`config.mk`:
```
export PLATFORM = sky130hd
export DESIGN_NAME = i2c_evt_status
export DESIGN_NICKNAME = d
export VERILOG_FILES = /design/src/rtl/i2c_sts_pkg.sv /design/src/rtl/i2c_sts_alert_sel.sv /design/src/rtl/i2c_sts_sticky.sv /design/src/rtl/i2c_sts_level_cap.sv /design/src/rtl/i2c_evt_status.sv
export SDC_FILE = /design/constraint.sdc
export NUM_CORES = 1
export LEC_CHECK = 0
export ABC_AREA = 0
export BUFFER_PORTS_ARGS = -buffer_cell sky130_fd_sc_hd__buf_4
export CAP_MARGIN = 10
export CORE_ASPECT_RATIO = 0.8
export CORE_MARGIN = 1
export CORE_UTILIZATION = 40
export DETAILED_ROUTE_END_ITERATION = 7
export GPL_TIMING_DRIVEN = 1
export PLACE_DENSITY = 0.77
export SLEW_MARGIN = 20
export SYNTH_ARGS = -nofsm -noshare
export SYNTH_HDL_FRONTEND = slang
export SYNTH_SLANG_ARGS = --single-unit
```
`constraint.sdc`:
```
create_clock -name clk -period 1.8 [get_ports clk]
set_clock_uncertainty 0.15 [all_clocks]
set_input_delay 0.27 -clock clk [delete_from_list [all_inputs] [get_ports clk]]
set_output_delay 0.27 -clock clk [all_outputs]
set_load 0.01 [all_outputs]
```
`src/rtl/i2c_sts_pkg.sv`:
```
package i2c_sts_pkg;

  localparam int STS_W = 16;
  localparam int ERR_N = 7;
  localparam int LVL_N = 7;

  // error flag order: 0 alert, 1 timeout, 2 crc, 3 overrun, 4 nack, 5 arb lost, 6 bus err
  function automatic int err_pos(input int idx);
    case (idx)
      0: err_pos = 15;
      1: err_pos = 14;
      2: err_pos = 12;
      3: err_pos = 11;
      4: err_pos = 10;
      5: err_pos = 9;
      default: err_pos = 8;
    endcase
  endfunction

  // level order: 0 tx empty, 1 rx full, 2 stop, 3 hdr10, 4 byte done, 5 addr match, 6 start
  function automatic int lvl_pos(input int idx);
    case (idx)
      0: lvl_pos = 7;
      1: lvl_pos = 6;
      2: lvl_pos = 4;
      3: lvl_pos = 3;
      4: lvl_pos = 2;
      5: lvl_pos = 1;
      default: lvl_pos = 0;
    endcase
  endfunction

  // flags that hardware clears while the peripheral is disabled
  function automatic bit err_hw_clr(input int idx);
    err_hw_clr = (idx < 2);
  endfunction

endpackage

```
`src/rtl/i2c_sts_alert_sel.sv`:
```
module i2c_sts_alert_sel (
  input  logic host_mode,
  input  logic pin_evt,
  input  logic hdr_evt,
  output logic alert_evt
);
  always_comb begin
    if (host_mode) alert_evt = pin_evt;
    else           alert_evt = hdr_evt;
  end
endmodule

```
`src/rtl/i2c_sts_sticky.sv`:
```
module i2c_sts_sticky #(
  parameter bit HW_CLR = 1'b0
) (
  input  logic clk,
  input  logic rst,
  input  logic en,
  input  logic evt,
  input  logic sw_clr,
  output logic q
);
  logic dis_clr;
  assign dis_clr = HW_CLR && !en;

  always_ff @(posedge clk) begin
    if (rst)         q <= 1'b0;
    else if (dis_clr) q <= 1'b0;
    else if (evt)    q <= 1'b1;
    else if (sw_clr) q <= 1'b0;
  end
endmodule

```
`src/rtl/i2c_sts_level_cap.sv`:
```
module i2c_sts_level_cap #(
  parameter int W = 7
) (
  input  logic         clk,
  input  logic         rst,
  input  logic [W-1:0] lvl_in,
  output logic [W-1:0] lvl_q
);
  always_ff @(posedge clk) begin
    if (rst) lvl_q <= '0;
    else     lvl_q <= lvl_in;
  end
endmodule

```
`src/rtl/i2c_evt_status.sv`:
```
module i2c_evt_status
  import i2c_sts_pkg::*;
#(
  parameter int ADDR_W = 8,
  parameter logic [ADDR_W-1:0] REG_OFS = 8'h14
) (
  input  logic              clk,
  input  logic              rst,
  input  logic              periph_en,
  input  logic              host_mode,
  input  logic              evt_alert_pin,
  input  logic              evt_alert_hdr,
  input  logic              evt_timeout,
  input  logic              evt_crc,
  input  logic              evt_overrun,
  input  logic              evt_nack,
  input  logic              evt_arb_lost,
  input  logic              evt_bus_err,
  input  logic              lvl_tx_empty,
  input  logic              lvl_rx_full,
  input  logic              lvl_stop,
  input  logic              lvl_hdr10,
  input  logic              lvl_byte_done,
  input  logic              lvl_addr_match,
  input  logic              lvl_start,
  input  logic [ADDR_W-1:0] reg_addr,
  input  logic              reg_wr,
  input  logic [15:0]       reg_wdata,
  input  logic              reg_rd,
  output logic [15:0]       reg_rdata
);

  logic             alert_evt;
  logic [ERR_N-1:0] err_evt;
  logic [ERR_N-1:0] err_q;
  logic [LVL_N-1:0] lvl_in;
  logic [LVL_N-1:0] lvl_q;
  logic             wr_hit;
  logic             rd_hit;
  logic [STS_W-1:0] sts_q;

  assign wr_hit = reg_wr && (reg_addr == REG_OFS);
  assign rd_hit = reg_rd && (reg_addr == REG_OFS);

  i2c_sts_alert_sel u_alert_sel (
    .host_mode (host_mode),
    .pin_evt   (evt_alert_pin),
    .hdr_evt   (evt_alert_hdr),
    .alert_evt (alert_evt)
  );

  assign err_evt = {evt_bus_err, evt_arb_lost, evt_nack, evt_overrun,
                    evt_crc, evt_timeout, alert_evt};

  assign lvl_in = {lvl_start, lvl_addr_match, lvl_byte_done, lvl_hdr10,
                   lvl_stop, lvl_rx_full, lvl_tx_empty};

  genvar gi;
  generate
    for (gi = 0; gi < ERR_N; gi++) begin : g_err
      localparam int POS = err_pos(gi);
      i2c_sts_sticky #(
        .HW_CLR (err_hw_clr(gi))
      ) u_flag (
        .clk    (clk),
        .rst    (rst),
        .en     (periph_en),
        .evt    (err_evt[gi]),
        .sw_clr (wr_hit && !reg_wdata[POS]),
        .q      (err_q[gi])
      );
    end
  endgenerate

  i2c_sts_level_cap #(
    .W (LVL_N)
  ) u_lvl (
    .clk    (clk),
    .rst    (rst),
    .lvl_in (lvl_in),
    .lvl_q  (lvl_q)
  );

  always_comb begin
    sts_q = '0;
    for (int i = 0; i < ERR_N; i++) sts_q[err_pos(i)] = err_q[i];
    for (int j = 0; j < LVL_N; j++) sts_q[lvl_pos(j)] = lvl_q[j];
  end

  always_ff @(posedge clk) begin
    if (rst)         reg_rdata <= '0;
    else if (rd_hit) reg_rdata <= sts_q;
    else             reg_rdata <= '0;
  end

endmodule

```
# [After elaboration in Yosys (flattened, before gate mapping)]
# Cells that the tools add are included.
[classes] eq_ne=1 muxes=15 n_bitwise=2 n_reduce_logical=25
[ops] op="two-way mux 1 bit" n=15
[ops] op="nonzero test 2 bit" n=7
[ops] op="logical AND 1 bit" n=9
[ops] op="== test 8 x 5 -> 1 bit (second input constant)" n=1
[ops] op="zero test 1 bit" n=7
[ops] op="OR reduction 2 bit" n=2
[ops] op="NOT 1 bit" n=2
[word_totals] register_bits=30 output_inout_bits=16 word_cells=53

# [Depth between registers and ports, before layout]
[logic_depth] ltp_word=5 depth_mapped=4 ltp_nobuf=3

# [By module]
# A second synthesis with hierarchy kept.
[unflattened] hier_cells=103 area_unflattened_um2=1183.6
[by_module_without_submodules] module="i2c_evt_status" n_inst=1 cells_per_inst=60 area_each_um2=710.7
[by_module_without_submodules] module="i2c_sts_sticky at g_err[2].u_flag ..." n_inst=5 cells_per_inst=4 area_each_um2=38.8
[by_module_without_submodules] module="i2c_sts_level_cap" n_inst=1 cells_per_inst=14 area_each_um2=183.9
[by_module_without_submodules] module="i2c_sts_sticky at g_err[0].u_flag ..." n_inst=2 cells_per_inst=4 area_each_um2=40.0
[by_module_without_submodules] module="i2c_sts_alert_sel" n_inst=1 cells_per_inst=1 area_each_um2=15.0

# [Worst setup path after synthesis]
# OpenSTA, ideal clock, no wires.
[synth_timing] kind="in2reg" start="in reg_addr[7]" end="reg reg_rdata[10]" setup_time_ns=0.057 arrival_time_ns=1.403 t_required_ns=1.593 slack_ns=0.190 path_stages=4 n_path_buf=1 cell_sequence="or4_4 > nor4b_4 > buf_6 > and2_2"
[synth_between] elab_chain_len=4
[synth_lines] element="start: declaration" line="i2c_evt_status.sv:26" rtl="input logic [ADDR_W-1:0] reg_addr,"
[synth_lines] element="== test 8 x 5 -> 1 bit" line="i2c_evt_status.sv:43" rtl="assign rd_hit = reg_rd && (reg_addr == REG_OFS);"
[synth_lines] element="logical AND 1 bit" line="i2c_evt_status.sv:43"
[synth_lines] element="NOT 1 bit (no source line)"
[synth_lines] element="OR reduction 2 bit (no source line)"
[synth_lines] element="end signal: assignment" line="i2c_evt_status.sv:92" rtl="else if (rd_hit) reg_rdata <= sts_q;"
[synth_lines] element="end: declaration" line="i2c_evt_status.sv:30" rtl="output logic [15:0] reg_rdata"
# No other way between the ends.
# A chain may end at the register's enable or synchronous reset.

# [Worst setup path after layout]
[layout_timing] start="in reg_addr[7]" end="reg reg_rdata[1]"
# The elaborated chain is that of the path after synthesis.

==> run_summary.xml <==
<?xml version="1.0" encoding="UTF-8"?>
<metrics>
  <group name="grt">
    <metric name="grt_util_met3" unit="%">6.877</metric>
    <metric name="grt_overflow" unit="">0</metric>
    <metric name="gr-usage-met1" unit="%">15.36</metric>
    <metric name="groute.usage.overall" unit="%">14.88</metric>
    <metric name="use_met2" unit="%">27.71</metric>
    <metric name="antenna_found_initial" unit="">0</metric>
    <metric name="grt_pass1_vias" unit="">643</metric>
    <metric name="grt_pass1_wl" unit="um">2766</metric>
    <metric name="busiest_layer" unit="">met2</metric>
    <metric name="grt_start_max_net_pins" unit="">16</metric>
  </group>
  <group name="critical_path">
    <metric name="ff2ff_path_depth" unit="">2</metric>
    <metric name="critPathMostFrequentCell" unit="">sky130_fd_sc_hd__buf_4</metric>
    <metric name="worstPathMaxFanout" unit="">14</metric>
    <metric name="timing_worst_setup_path_type" unit="">in2reg</metric>
    <metric name="worst_path_cell_with_the_longest_stage_delay" unit="">sky130_fd_sc_hd__or4_4</metric>
    <metric name="timing.critical_path.to_type" unit="">flip-flop</metric>
    <metric name="arrival" unit="ns">1.55</metric>
    <metric name="worst_path_largest_cell_delay" unit="ns">0.55</metric>
    <metric name="crit_start_category" unit="">primary input</metric>
    <metric name="worst_ep_required_time" unit="ns">1.92</metric>
    <metric name="path_cells" unit="">buf_4, or4_4, nor4b_4, buf_4, and2_2</metric>
  </group>
  <group name="timing">
    <metric name="final.min_clock_period" unit="ns">1.423</metric>
    <metric name="fin_crit_sh" unit="%">79.05</metric>
    <metric name="final.setup.tns" unit="ns">0</metric>
    <metric name="grt_setup_unrepaired" unit="">false</metric>
    <metric name="timing_max_transition_violations_final" unit="">0</metric>
    <metric name="max_freq" unit="GHz">0.7028</metric>
    <metric name="finalHoldWorstSlack" unit="ns">0.01733</metric>
    <metric name="setup_ws" unit="ns">0.3771</metric>
    <metric name="setup_viol" unit="">0</metric>
    <metric name="finalHoldViolCount" unit="">0</metric>
  </group>
  <group name="detailed_routing">
    <metric name="drtAntennaViolNets" unit="">0</metric>
    <metric name="routed_wirelength" unit="um">1751</metric>
    <metric name="routed-via-count" unit="">730</metric>
    <metric name="post_drt_wl_per_cell" unit="um">10.88</metric>
    <metric name="detail_route.vias_per_cell" unit="">4.534</metric>
    <metric name="drt_iter0_drc" unit="">1</metric>
    <metric name="detailedRoute.firstPassIterationCount" unit="">2</metric>
    <metric name="drcViolationCount" unit="">0</metric>
  </group>
  <group name="logic_synthesis">
    <metric name="netlist.area_leader.share" unit="%">60.54</metric>
    <metric name="synth_seq_area_share" unit="%">60.54</metric>
    <metric name="post_synth_main_area_contributors" unit="">sky130_fd_sc_hd__dfxtp_1, sky130_fd_sc_hd__and2_2, sky130_fd_sc_hd__nor2b_1</metric>
    <metric name="synth.largest_area_cell" unit="">sky130_fd_sc_hd__dfxtp_1</metric>
    <metric name="yosys_warnings" unit="">0</metric>
    <metric name="total_of_flip_flops_plus_latches_after_synthesis" unit="">28</metric>
    <metric name="synthCells" unit="">81</metric>
    <metric name="netlist-cell-type-count" unit="">16</metric>
    <metric name="avgSynthCellArea" unit="um2">11.43</metric>
    <metric name="synth_area" unit="um2">925.9</metric>
  </group>
  <group name="die">
    <metric name="floorplan.initialDensity" unit="%">42.53</metric>
    <metric name="fp.coreArea" unit="um2">2177</metric>
    <metric name="fp.dieW" unit="um">55.79</metric>
    <metric name="ioPinCount" unit="">61</metric>
    <metric name="number_of_core_rows" unit="">15</metric>
    <metric name="chipHeight" unit="um">45.03</metric>
    <metric name="die_area" unit="um2">2512</metric>
  </group>
  <group name="clocking">
    <metric name="cts_buffer_depth" unit="">2</metric>
    <metric name="cts_buffers" unit="">3</metric>
    <metric name="clock_tree.htree_level_count" unit="">1</metric>
    <metric name="clk_root_buffer_cell" unit="">sky130_fd_sc_hd__clkbuf_4</metric>
    <metric name="cts_resized" unit="">0</metric>
    <metric name="cts.reportedPaths.clkPinSlew" unit="ns">0.13</metric>
    <metric name="worstSkewPairLatency" unit="ns">0.32</metric>
    <metric name="cts_tree" unit="">done</metric>
    <metric name="clock-sinks" unit="">28</metric>
    <metric name="post-cts-setup-buffers" unit="">0</metric>
  </group>
  <group name="run">
    <metric name="number_of_max_capacitance_violations_reported" unit="">0</metric>
  </group>
  <group name="min_path">
    <metric name="min_delay_path_depth" unit="">2</metric>
    <metric name="timing.hold.worst.class" unit="">in2reg</metric>
  </group>
  <group name="status">
    <metric name="run_status" unit="">finished clean</metric>
  </group>
  <group name="finish">
    <metric name="antenna_cells" unit="">0</metric>
    <metric name="layoutNonFillerInstCount" unit="">161</metric>
    <metric name="num-fill-cells" unit="">172</metric>
    <metric name="final_nets" unit="">182</metric>
    <metric name="layout-area-overhead-vs-synth" unit="%">49.05</metric>
    <metric name="post_route_cells_drive_above_1_share" unit="%">51.47</metric>
  </group>
  <group name="placed_design">
    <metric name="port-buffer-count" unit="">49</metric>
    <metric name="dp_slack" unit="ns">0.03924</metric>
    <metric name="final_weighted_congestion_in_routability_driven_placement" unit="">0.7589</metric>
    <metric name="dp.cells" unit="">154</metric>
  </group>
  <group name="pwr">
    <metric name="leakage" unit="nW">0.6556</metric>
    <metric name="vdd.ir_drop.worst" unit="V">0.0006293</metric>
    <metric name="power.density" unit="nW/um2">749.7</metric>
  </group>
</metrics>
placed cells by master (no fill, tap or decap), drive strengths merged:
cell | synthesis | layout
conb | 1 | 2
nor2b | 8 | 8
and2 | 14 | 14
buf | 3 | 51
or4 | 1 | 1
o21ai | 2 | 2
dfxtp | 28 | 28
dlygate4sd3 | 0 | 3
mux2 | 1 | 1
nor4b | 1 | 1
nor2 | 8 | 8
o21bai | 5 | 5
clkbuf | 1 | 4
a31oi | 7 | 7
nand4bb | 1 | 1
cell usage after synthesis:
cell and instances:
sky130_fd_sc_hd__dfxtp_1 28, sky130_fd_sc_hd__and2_2 12, sky130_fd_sc_hd__nor2_1 8, sky130_fd_sc_hd__nor2b_1 8
sky130_fd_sc_hd__a31oi_1 7, sky130_fd_sc_hd__o21bai_1 5, sky130_fd_sc_hd__and2_1 2, sky130_fd_sc_hd__buf_4 2
sky130_fd_sc_hd__o21ai_0 2, sky130_fd_sc_hd__buf_6 1, sky130_fd_sc_hd__clkbuf_1 1, sky130_fd_sc_hd__conb_1 1
sky130_fd_sc_hd__mux2_2 1, sky130_fd_sc_hd__nand4bb_1 1, sky130_fd_sc_hd__nor4b_4 1, sky130_fd_sc_hd__or4_4 1
critical path: cells and delay by family:
kind / cells / cell delay, ns
and+or+nand+nor: 3 / 0.95
buffers and inverters: 2 / 0.32
report_power, final:
part           leakage [nW]  internal, mW  switching, mW
Clock                0.0210         0.124          0.165
Combinational         0.405        0.0703         0.0322
Sequential            0.229         0.638        0.00541
stage by stage:
stage / instance area [um2] / util (%) / total power, mW
2_1_floorplan: 929.6 / - / 0.6904
3_3_place_gp: 1314 / 60.34 / 0.7521
3_5_place_dp: 1314 / 60.34 / 0.7559
4_1_cts: 1360 / 62.47 / 1.044
5_1_grt: 1380 / 63.39 / 1.089
6_report: 1380 / 63.39 / 1.035
logic make-up (layout without fill, tap and decap cells):
kind of cell,Yosys count,after routing,share of synthesized area (%)
AND/OR/NAND/NOR,33,33,24.73
other,1,2,0.4050
AO/OA/AOI/OAI,14,14,9.865
multiplexers,1,1,1.216
buffers and inverters,4,58,3.242
flip-flops,28,28,60.54
per-layer routing:
layer / share of wire (%) / vias to the layer above / routed length, um
met4: 0.91 / 0 / 16
met2: 51 / 26 / 900
met5: 0 / - / 0
met1: 40 / 328 / 704
met3: 7.4 / 2 / 129
li1: - / 374 / -
registers in the layout, indices dropped and copies added (netlist names):
register        cells
g_err.u_flag.q      7
reg_rdata          14
u_lvl.lvl_q         7
final timing paths:
path | startpoint | to | slack (ns)
setup / recovery | reg_addr[7] | reg_rdata[1] | 0.38
hold reg to reg | u_lvl.lvl_q[0] | reg_rdata[7] | 0.30
hold / removal | lvl_tx_empty | u_lvl.lvl_q[0] | 0.02
setup reg to reg | g_err[0].u_flag.q | g_err[0].u_flag.q | 1.00
cell type report:
| cell class | instances | area [um2] | area share, % |
|---|---|---|---|
| sequential | 28 | 560.5 | 40.62 |
| timing repair buffer | 54 | 412.9 | 29.92 |
| clock buffer | 4 | 36.28 | 2.629 |
| tap | 25 | 31.28 | 2.267 |
| multi-input combinational | 50 | 339.1 | 24.57 |
timing repair:
item,4_1_cts,5_1_grt
hold buffers,1,2
hold endpoints to repair,1,2
endpoints found under the setup margin,0,0
Note: power is estimated with default switching activity, not from simulation.
